--- config.mk ---
export PLATFORM = sky130hd
export DESIGN_NAME = uart_apb_errfifo
export DESIGN_NICKNAME = d
export VERILOG_FILES = /design/src/rtl/uart_pkg.sv /design/src/rtl/uart_baud.sv /design/src/rtl/uart_fifo.sv /design/src/rtl/uart_tx.sv /design/src/rtl/uart_rx.sv /design/src/rtl/uart_apb_errfifo.sv
export SDC_FILE = /design/constraint.sdc
export NUM_CORES = 1
export LEC_CHECK = 0
export BUFFER_PORTS_ARGS = -buffer_cell sky130_fd_sc_hd__buf_2
export CORE_AREA = 2 2 262 264
export CTS_CLUSTER_DIAMETER = 150
export DETAILED_ROUTE_END_ITERATION = 16
export DIE_AREA = 0 0 264 266
export REMOVE_ABC_BUFFERS = 1
export SYNTH_ARGS = -nofsm -noshare
export SYNTH_HDL_FRONTEND = slang
export SYNTH_SLANG_ARGS = --single-unit
--- constraint.sdc ---
create_clock -name pclk -period 6.45 [get_ports pclk]
set_input_delay 0.9675 -clock pclk [delete_from_list [all_inputs] [get_ports pclk]]
set_output_delay 0.9675 -clock pclk [all_outputs]
set_load 0.03 [all_outputs]
--- src/rtl/uart_pkg.sv ---
package uart_pkg;

  localparam int OVS = 16;

  typedef struct packed {
    logic [1:0] par;
    logic       stop2;
    logic [1:0] dlen;
  } frame_cfg_t;

  typedef struct packed {
    logic       brk;
    logic       perr;
    logic       ferr;
    logic [7:0] data;
  } rx_entry_t;

  function automatic logic par_enabled(input logic [1:0] par);
    return (par == 2'b01) || (par == 2'b10);
  endfunction

  function automatic logic frame_parity(input logic [7:0] d, input logic [1:0] dlen,
                                        input logic odd);
    logic [7:0] m;
    m = 8'hFF >> (2'd3 - dlen);
    return (^(d & m)) ^ odd;
  endfunction

endpackage

--- src/rtl/uart_baud.sv ---
module uart_baud #(
  parameter int DIV_W = 16
) (
  input  logic             clk,
  input  logic             rst_n,
  input  logic [DIV_W-1:0] div,
  output logic             tick
);
  logic [DIV_W-1:0] cnt;
  logic [DIV_W-1:0] lim;

  assign lim  = (div == '0) ? '0 : div - 1'b1;
  assign tick = (cnt >= lim);

  always_ff @(posedge clk or negedge rst_n) begin
    if (!rst_n)    cnt <= '0;
    else if (tick) cnt <= '0;
    else           cnt <= cnt + 1'b1;
  end
endmodule

--- src/rtl/uart_fifo.sv ---
module uart_fifo #(
  parameter int W     = 8,
  parameter int DEPTH = 16
) (
  input  logic                       clk,
  input  logic                       rst_n,
  input  logic                       in_valid,
  output logic                       in_ready,
  input  logic [W-1:0]               in_data,
  output logic                       out_valid,
  input  logic                       out_ready,
  output logic [W-1:0]               out_data,
  output logic [$clog2(DEPTH+1)-1:0] count
);
  localparam int AW = $clog2(DEPTH);
  localparam int CW = $clog2(DEPTH + 1);

  logic [W-1:0]  mem [DEPTH];
  logic [AW-1:0] wp, rp;
  logic          push, pop;

  assign in_ready  = (count != CW'(DEPTH));
  assign out_valid = (count != '0);
  assign out_data  = mem[rp];
  assign push      = in_valid && in_ready;
  assign pop       = out_valid && out_ready;

  always_ff @(posedge clk) begin
    if (push) mem[wp] <= in_data;
  end

  always_ff @(posedge clk or negedge rst_n) begin
    if (!rst_n) begin
      wp    <= '0;
      rp    <= '0;
      count <= '0;
    end else begin
      if (push) wp <= (wp == AW'(DEPTH - 1)) ? '0 : wp + 1'b1;
      if (pop)  rp <= (rp == AW'(DEPTH - 1)) ? '0 : rp + 1'b1;
      case ({push, pop})
        2'b10:   count <= count + 1'b1;
        2'b01:   count <= count - 1'b1;
        default: count <= count;
      endcase
    end
  end


  no_overflow_chk: assert property (@(posedge clk) disable iff (!rst_n)
    count <= CW'(DEPTH));


  push_count_chk: assert property (@(posedge clk) disable iff (!rst_n)
    (push && !pop) |=> (count == $past(count) + 1'b1));
endmodule

--- src/rtl/uart_tx.sv ---
module uart_tx
  import uart_pkg::*;
(
  input  logic       clk,
  input  logic       rst_n,
  input  logic       tick,
  input  frame_cfg_t cfg,
  input  logic       in_valid,
  output logic       in_ready,
  input  logic [7:0] in_data,
  output logic       txd,
  output logic       busy
);
  typedef enum logic [2:0] {TX_IDLE, TX_START, TX_DATA, TX_PAR, TX_STOP} tx_state_t;

  tx_state_t  state;
  logic [3:0] sc;
  logic [2:0] bi;
  logic [7:0] sh;
  logic       pbit;
  logic       stop_left;
  logic       bit_end;

  assign in_ready = (state == TX_IDLE) && tick;
  assign busy     = (state != TX_IDLE);
  assign bit_end  = tick && (sc == 4'(OVS - 1));

  always_comb begin
    case (state)
      TX_START: txd = 1'b0;
      TX_DATA:  txd = sh[0];
      TX_PAR:   txd = pbit;
      default:  txd = 1'b1;
    endcase
  end

  always_ff @(posedge clk or negedge rst_n) begin
    if (!rst_n) begin
      state     <= TX_IDLE;
      sc        <= '0;
      bi        <= '0;
      sh        <= '0;
      pbit      <= 1'b0;
      stop_left <= 1'b0;
    end else if (state == TX_IDLE) begin
      if (in_valid && in_ready) begin
        sh    <= in_data;
        pbit  <= frame_parity(in_data, cfg.dlen, cfg.par == 2'b10);
        sc    <= '0;
        state <= TX_START;
      end
    end else if (tick) begin
      sc <= sc + 1'b1;
      if (bit_end) begin
        case (state)
          TX_START: begin
            state <= TX_DATA;
            bi    <= '0;
          end
          TX_DATA: begin
            sh <= sh >> 1;
            bi <= bi + 1'b1;
            if (bi == {1'b1, cfg.dlen}) begin
              state     <= par_enabled(cfg.par) ? TX_PAR : TX_STOP;
              stop_left <= cfg.stop2;
            end
          end
          TX_PAR: begin
            state     <= TX_STOP;
            stop_left <= cfg.stop2;
          end
          default: begin
            if (stop_left) stop_left <= 1'b0;
            else           state     <= TX_IDLE;
          end
        endcase
      end
    end
  end


  bit_on_tick_chk: assert property (@(posedge clk) disable iff (!rst_n)
    (state != $past(state)) |-> $past(tick));
endmodule

--- src/rtl/uart_rx.sv ---
module uart_rx
  import uart_pkg::*;
(
  input  logic       clk,
  input  logic       rst_n,
  input  logic       tick,
  input  frame_cfg_t cfg,
  input  logic       rxd,
  output logic       out_valid,
  output rx_entry_t  out_entry
);
  typedef enum logic [2:0] {RX_IDLE, RX_START, RX_DATA, RX_PAR, RX_STOP, RX_WAITHI} rx_state_t;

  rx_state_t  state;
  logic [1:0] sync;
  logic       rs;
  logic [3:0] sc;
  logic [2:0] bi;
  logic [7:0] d;
  logic       pr;
  logic       pen;
  logic       bit_mid;

  assign rs      = sync[1];
  assign pen     = par_enabled(cfg.par);
  assign bit_mid = tick && (sc == 4'(OVS - 1));

  always_ff @(posedge clk or negedge rst_n) begin
    if (!rst_n) begin
      sync      <= 2'b11;
      state     <= RX_IDLE;
      sc        <= '0;
      bi        <= '0;
      d         <= '0;
      pr        <= 1'b0;
      out_valid <= 1'b0;
      out_entry <= '0;
    end else begin
      sync      <= {sync[0], rxd};
      out_valid <= 1'b0;
      case (state)
        RX_IDLE: begin
          if (!rs) begin
            state <= RX_START;
            sc    <= '0;
          end
        end
        RX_START: begin
          if (tick) begin
            if (sc == 4'(OVS / 2 - 1)) begin
              sc    <= '0;
              bi    <= '0;
              d     <= '0;
              state <= rs ? RX_IDLE : RX_DATA;
            end else begin
              sc <= sc + 1'b1;
            end
          end
        end
        RX_DATA: begin
          if (tick) sc <= sc + 1'b1;
          if (bit_mid) begin
            d[bi] <= rs;
            bi    <= bi + 1'b1;
            if (bi == {1'b1, cfg.dlen}) state <= pen ? RX_PAR : RX_STOP;
          end
        end
        RX_PAR: begin
          if (tick) sc <= sc + 1'b1;
          if (bit_mid) begin
            pr    <= rs;
            state <= RX_STOP;
          end
        end
        RX_STOP: begin
          if (tick) sc <= sc + 1'b1;
          if (bit_mid) begin
            out_valid      <= 1'b1;
            out_entry.data <= d;
            out_entry.ferr <= !rs;
            out_entry.perr <= pen && (pr != frame_parity(d, cfg.dlen, cfg.par == 2'b10));
            out_entry.brk  <= !rs && (d == 8'h00) && (!pen || !pr);
            state          <= rs ? RX_IDLE : RX_WAITHI;
          end
        end
        default: begin
          if (rs) state <= RX_IDLE;
        end
      endcase
    end
  end


  push_from_stop_chk: assert property (@(posedge clk) disable iff (!rst_n)
    out_valid |-> ($past(state) == RX_STOP));
endmodule

--- src/rtl/uart_apb_errfifo.sv ---
module uart_apb_errfifo
  import uart_pkg::*;
#(
  parameter int ADDR_W    = 4,
  parameter int TX_DEPTH  = 16,
  parameter int RX_DEPTH  = 16,
  parameter int RX_TRIG   = 8,
  parameter int TMO_CHARS = 4
) (
  input  logic              pclk,
  input  logic              presetn,
  input  logic              psel,
  input  logic              penable,
  input  logic              pwrite,
  input  logic [ADDR_W-1:0] paddr,
  input  logic [7:0]        pwdata,
  output logic [7:0]        prdata,
  output logic              pready,
  output logic              txd,
  input  logic              rxd,
  input  logic              dcd_n,
  input  logic              cts_n,
  input  logic              dsr_n,
  output logic              irq
);
  localparam int DIV_W = 16;
  localparam int TXC_W = $clog2(TX_DEPTH + 1);
  localparam int RXC_W = $clog2(RX_DEPTH + 1);
  localparam int RXE_W = $bits(rx_entry_t);
  localparam int TMO_W = $clog2(TMO_CHARS * OVS * 12 + 1);

  localparam logic [ADDR_W-1:0] A_DATA = ADDR_W'(0);
  localparam logic [ADDR_W-1:0] A_RXST = ADDR_W'(1);
  localparam logic [ADDR_W-1:0] A_FMT  = ADDR_W'(2);
  localparam logic [ADDR_W-1:0] A_DIVL = ADDR_W'(3);
  localparam logic [ADDR_W-1:0] A_DIVH = ADDR_W'(4);
  localparam logic [ADDR_W-1:0] A_IEN  = ADDR_W'(5);
  localparam logic [ADDR_W-1:0] A_IST  = ADDR_W'(6);
  localparam logic [ADDR_W-1:0] A_MST  = ADDR_W'(7);
  localparam logic [ADDR_W-1:0] A_LST  = ADDR_W'(8);

  frame_cfg_t        fmt;
  logic [DIV_W-1:0]  div;
  logic [2:0]        ien;
  logic              ovr;
  logic [2:0]        msync1, msync2, mprev, mdelta;
  logic [TMO_W-1:0]  tmo_cnt, tmo_lim;
  logic [3:0]        frame_bits;

  logic              acc, wr, rd;
  logic              tick;
  logic              txf_in_ready, txf_out_valid, txf_out_ready, tx_busy;
  logic [7:0]        txf_out_data;
  logic [TXC_W-1:0]  tx_cnt;
  logic              rx_valid, rxf_in_ready, rxf_out_valid, rxf_pop;
  rx_entry_t         rx_new, rx_head;
  logic [RXE_W-1:0]  rx_head_raw;
  logic [RXC_W-1:0]  rx_cnt;
  logic              c_lvl, c_tmo, c_txe, c_mod;

  assign pready  = 1'b1;
  assign acc     = psel && penable;
  assign wr      = acc && pwrite;
  assign rd      = acc && !pwrite;
  assign rxf_pop = rd && (paddr == A_DATA);
  assign rx_head = rx_entry_t'(rx_head_raw);

  uart_baud #(.DIV_W(DIV_W)) u_baud (
    .clk(pclk), .rst_n(presetn), .div(div), .tick(tick)
  );

  uart_fifo #(.W(8), .DEPTH(TX_DEPTH)) u_txf (
    .clk(pclk), .rst_n(presetn),
    .in_valid(wr && (paddr == A_DATA)), .in_ready(txf_in_ready), .in_data(pwdata),
    .out_valid(txf_out_valid), .out_ready(txf_out_ready), .out_data(txf_out_data),
    .count(tx_cnt)
  );

  uart_tx u_tx (
    .clk(pclk), .rst_n(presetn), .tick(tick), .cfg(fmt),
    .in_valid(txf_out_valid), .in_ready(txf_out_ready), .in_data(txf_out_data),
    .txd(txd), .busy(tx_busy)
  );

  uart_rx u_rx (
    .clk(pclk), .rst_n(presetn), .tick(tick), .cfg(fmt), .rxd(rxd),
    .out_valid(rx_valid), .out_entry(rx_new)
  );

  uart_fifo #(.W(RXE_W), .DEPTH(RX_DEPTH)) u_rxf (
    .clk(pclk), .rst_n(presetn),
    .in_valid(rx_valid), .in_ready(rxf_in_ready), .in_data(rx_new),
    .out_valid(rxf_out_valid), .out_ready(rxf_pop), .out_data(rx_head_raw),
    .count(rx_cnt)
  );

  // register writes, sticky flags and modem tracking
  always_ff @(posedge pclk or negedge presetn) begin
    if (!presetn) begin
      fmt    <= '{par: 2'b00, stop2: 1'b0, dlen: 2'b11};
      div    <= DIV_W'(1);
      ien    <= '0;
      ovr    <= 1'b0;
      msync1 <= '0;
      msync2 <= '0;
      mprev  <= '0;
      mdelta <= '0;
    end else begin
      if (wr) begin
        case (paddr)
          A_FMT:   fmt       <= frame_cfg_t'(pwdata[4:0]);
          A_DIVL:  div[7:0]  <= pwdata;
          A_DIVH:  div[15:8] <= pwdata;
          A_IEN:   ien       <= pwdata[2:0];
          default: ;
        endcase
      end
      if (rx_valid && !rxf_in_ready) ovr <= 1'b1;
      else if (rd && (paddr == A_RXST)) ovr <= 1'b0;
      msync1 <= ~{dsr_n, cts_n, dcd_n};
      msync2 <= msync1;
      mprev  <= msync2;
      mdelta <= ((rd && (paddr == A_MST)) ? 3'b000 : mdelta) | (msync2 ^ mprev);
    end
  end

  // receive timeout: counts oversampling ticks of line silence
  assign frame_bits = 4'd7 + {2'b00, fmt.dlen} + {3'b000, par_enabled(fmt.par)}
                    + {3'b000, fmt.stop2};
  assign tmo_lim    = TMO_W'(TMO_CHARS * OVS) * TMO_W'(frame_bits);

  always_ff @(posedge pclk or negedge presetn) begin
    if (!presetn) tmo_cnt <= '0;
    else if (rx_valid || rxf_pop || !rxf_out_valid) tmo_cnt <= '0;
    else if (tick && (tmo_cnt < tmo_lim)) tmo_cnt <= tmo_cnt + 1'b1;
  end

  assign c_lvl = (rx_cnt >= RXC_W'(RX_TRIG));
  assign c_tmo = rxf_out_valid && !c_lvl && (tmo_cnt >= tmo_lim);
  assign c_txe = (tx_cnt == '0);
  assign c_mod = |mdelta;
  assign irq   = (ien[0] && (c_lvl || c_tmo)) || (ien[1] && c_txe) || (ien[2] && c_mod);

  always_comb begin
    case (paddr)
      A_DATA:  prdata = rxf_out_valid ? rx_head.data : 8'h00;
      A_RXST:  prdata = {3'b000, ovr,
                         rxf_out_valid && rx_head.brk,
                         rxf_out_valid && rx_head.perr,
                         rxf_out_valid && rx_head.ferr,
                         rxf_out_valid};
      A_FMT:   prdata = {3'b000, fmt};
      A_DIVL:  prdata = div[7:0];
      A_DIVH:  prdata = div[15:8];
      A_IEN:   prdata = {5'b00000, ien};
      A_IST:   prdata = {4'b0000, c_mod, c_txe, c_tmo, c_lvl};
      A_MST:   prdata = {2'b00, mdelta, msync2};
      A_LST:   prdata = {5'b00000, c_txe && !tx_busy, c_txe, !txf_in_ready};
      default: prdata = 8'h00;
    endcase
  end


  ovr_set_chk: assert property (@(posedge pclk) disable iff (!presetn)
    $rose(ovr) |-> ($past(rx_cnt) == RXC_W'(RX_DEPTH)));


  mdelta_clear_chk: assert property (@(posedge pclk) disable iff (!presetn)
    (rd && (paddr == A_MST) && (msync2 == mprev)) |=> (mdelta == 3'b000));
endmodule

==> impl_results.md <==
- DR DRC count: 0
- Boundary pin count: 32
- Critical Path End Type: output pin
- Initial antenna violation count: 1
- Iteration-0 DRC Markers: 1,003
- Port-buffer cells: 30
- Fill cells: between 6,000 and 7,000
- CP Launch Point: fmt[3]
- CTS tree: built
- F_max: 176.0 MHz
- H-tree levels: 2
- Root Buffer: clkbuf_16
- Post_cts resized: 0
- Aggregate global routing overflow: 0
- Synth area leaders: edfxtp_1 46%, dfrtp_1 17%, mux4_2 9.9%
- Reg2reg start: div[10]
- # nets final: 1,482
- Clock sink total: 446
- Worst-Skew Late Latency: around 0.58 ns
- Starting Density: 29.48%
- Yosys warnings: 0
- Chip Width: 264 um
- Final setup viols: 0
- Post-DP HPWL: 29,960 um
- Setup TNS Final: 0 ns
- Largest net degree at the start of global routing: 95
- Final period utilization: approximately nine tenths
- Post-Syn Instances: 1,366
- Worst-path fanout max: 8
- # rows: between 90 and 100
- Req. time, crit path: 5.48 ns
- Crit path DAT: 4.71 ns
- Final setup skew: 0.02358 ns
- GRT Util Overall: 13.01%
- Vias in the first global route: ~12,000
- Via density: 5.036
- Met1 Usage GRT: 17.09%
- Tot Pwr: 7837 uW
- Clk slew on worst S/H paths: ~0.060 ns
- Final GP Congestion: 0.8281
- Gr busiest metal: met2
- Maximum vdd drop: approximately 170 uV
- CTS buffer count: 45
- Drt pass-1 iters: 6
- Core Area: 67,750 um^2
- Final Hold Viols: 0
- Final ANT Viol Nets: 0
- Synthesized cell area: 19,970 um^2
- RSZ-0062 raised after global routing: false
- Cell leakage power: 0.007856 uW
- Ys async rst share: a little under a third
- R2R depth: 19
- Util after Layout: around a third
- Final WS setup: 0.7686 ns
- Synth Register Bits: between 400 and 500
- CP Launch Type: flop
- Commonest non-fill, non-tap cell in the layout: edfxtp_1
- DIE AREA: 70,220 um^2
- Worst R2R End: u_txf.count[4]
- CP top delay family: adder cells
- Post-CTS Hold Buffers: 0
- Layout cell share with drive strength beyond 1: between 10% and 20%
- Synth top area share: 45.70%
- Max Slew Vio Count: 0
- Post-layout min period: 5.681 ns
- Number of max-cap violations: 0
- Cell mode on critical path: ha_1
- Total Wirelength: approximately 46,000 um
- DP Worst Slack: 1.231 ns
- Status: finished clean
- Synth Flop Type: edfxtp_1
- Cell breakdown of the critical path: inv_1 > ha_1 > ha_1 > inv_1 > ha_1 > fa_1 > inv_1 > ha_1 > nor2b_1 > o21ai_0 > nand2b_1 > a21oi_1 > a2111oi_0 > a32oi_1 > nand2_1 > buf_2
- First-pass GRT wire length: between 70,000 and 80,000 um
- Layout area overhead: 13.47%
- Crit path kind: flop to output pin
- Hold Crit Class: flop to flop
- EDFF count, synth: 304
- Crit path buf inv count: 4
- Cell variety after synth: 72
- Met2 GRT Util: between 20% and 30%
- R2r setup slk: 1.15 ns
- # Post-CTS Setup Buffers: 0
- Max incr delay on CP: 0.51 ns
- Slowest-stage cell, CP: ha_1
- Cell accounting for the most synthesized area: edfxtp_1
- Levels on crit path: 16
- Most frequent cells in the layout: 304 x edfxtp_1, 134 x dfrtp_1, 119 x nand2_1
- Crit path capture: prdata[1]
- Met3 Resource Use GR: 2.468%
- Slew headroom: 8.752%
- Worst-margin pin slew: 1.366 ns
- Sequential element share of the synthesized area: 63.52%
- Avg Cell Area, Syn: 14.62 um^2
- Wirelength per Cell: 19.72 um
- Clk buf depth: 3
- Via Count: 11,700
- Pwr Density: 345.8 nW/um^2
- Die height: approximately 270 um
## Yosys cell counts, drive strengths merged, types with 9 or more instances
cell / instances
nand3: 34
nor3: 25
mux2: 34
o31ai: 9
nand2b: 13
clkbuf: 47
and2: 11
mux4: 88
nand2: 119
and3: 13
a21o: 12
buf: 21
o21ai: 54
dfrtp: 137
o41ai: 10
nor4: 14
nor2: 81
nor2b: 9
inv: 45
edfxtp: 304
a22oi: 16
ha: 54
xor2: 28
a21oi: 41
xnor2: 43
## worst register-to-register path, cell delays in order, from the launching register on
cell and delay [ns]:
dfrtp_1 0.43, or4_1 0.60, nor4_1 0.43, nand3_1 0.49, o21ai_0 0.22, ha_1 0.27
a211oi_1 0.25, o21ai_2 0.09, a221oi_2 0.34, o41ai_4 0.19, nor2_1 0.18, nor2_1 0.07
buf_4 0.17, ha_1 0.30, fa_1 0.43, a21o_1 0.19, a21oi_1 0.17, xor2_1 0.17
nor2_1 0.07, xnor2_1 0.12
## flip-flops by register name (all words and copies together) (netlist names), 4 cells and up
name / flops
u_tx.sh: 8
u_rxf.mem: 176
fmt: 5
u_rx.out_entry: 11
u_tx.sc: 4
u_txf.count: 5
u_rxf.wp: 4
u_rx.d: 8
u_rx.sc: 4
div: 16
u_baud.cnt: 16
u_rxf.count: 5
tmo_cnt: 10
u_txf.mem: 128
u_rxf.rp: 4
u_txf.rp: 4
u_txf.wp: 4
## final cells by class
| class | count | area [um^2] | area share (%) |
|---|---|---|---|
| multi-input cells | 807 | 6849 | 30.22 |
| clock buffers | 54 | 1181 | 5.211 |
| inverters | 45 | 168.9 | 0.7452 |
| clock inverters | 27 | 289.0 | 1.275 |
| flip-flops and latches | 446 | 12690 | 56.00 |
| well taps | 882 | 1104 | 4.869 |
| repair buffers | 59 | 374.1 | 1.651 |
| diodes | 3 | 7.507 | 0.03312 |
## metrics by stage
step           instance area, um^2  instances  hold slack, ns
2_1_floorplan                19680       1298          0.3312
3_3_place_gp                 21190       2239          0.3358
3_5_place_dp                 21190       2239          0.3378
4_1_cts                      22660       2320          0.3444
5_1_grt                      22660       2320          0.3623
6_report                     22670       2323          0.3376
## cells by family (layout without fill, tap and decap cells)
logic type / after synthesis / count (layout) / share of synthesized area (%)
other: 1 / 4 / 0.01877
DFF: 446 / 446 / 63.52
xor gates and xnor gates: 71 / 71 / 3.113
adders and majority gates: 57 / 57 / 3.683
and+or+nand+nor: 351 / 351 / 8.350
AOI/OAI and AO/OA: 197 / 197 / 6.734
buffers and inverters: 113 / 185 / 2.336
muxes: 130 / 130 / 12.24
## worst min path at each step
stage | start | end | depth (start not counted)
after detailed placement | msync1[2] | msync2[2] | 0
final | msync1[1] | msync2[1] | 0
after floorplan | msync1[0] | msync2[0] | 0
after global placement | msync1[2] | msync2[2] | 0
after global routing | u_rx.sync[0] | u_rx.sync[1] | 0
after CTS | msync1[1] | msync2[1] | 0
## metal layers
| layer | share of wire [%] | vias to the layer above |
|---|---|---|
| met5 | 0 | - |
| met4 | 2.5 | 0 |
| met3 | 6.0 | 77 |
| met2 | 48 | 317 |
| met1 | 43 | 6016 |
| li1 | - | 5288 |
## power by group
part / internal [uW] / switching [uW] / total [uW]
combinational: 784 / 951 / 1730
sequential: 3220 / 266 / 3490
clock: 1510 / 1100 / 2610
Power figures use the tool's default switching activity.
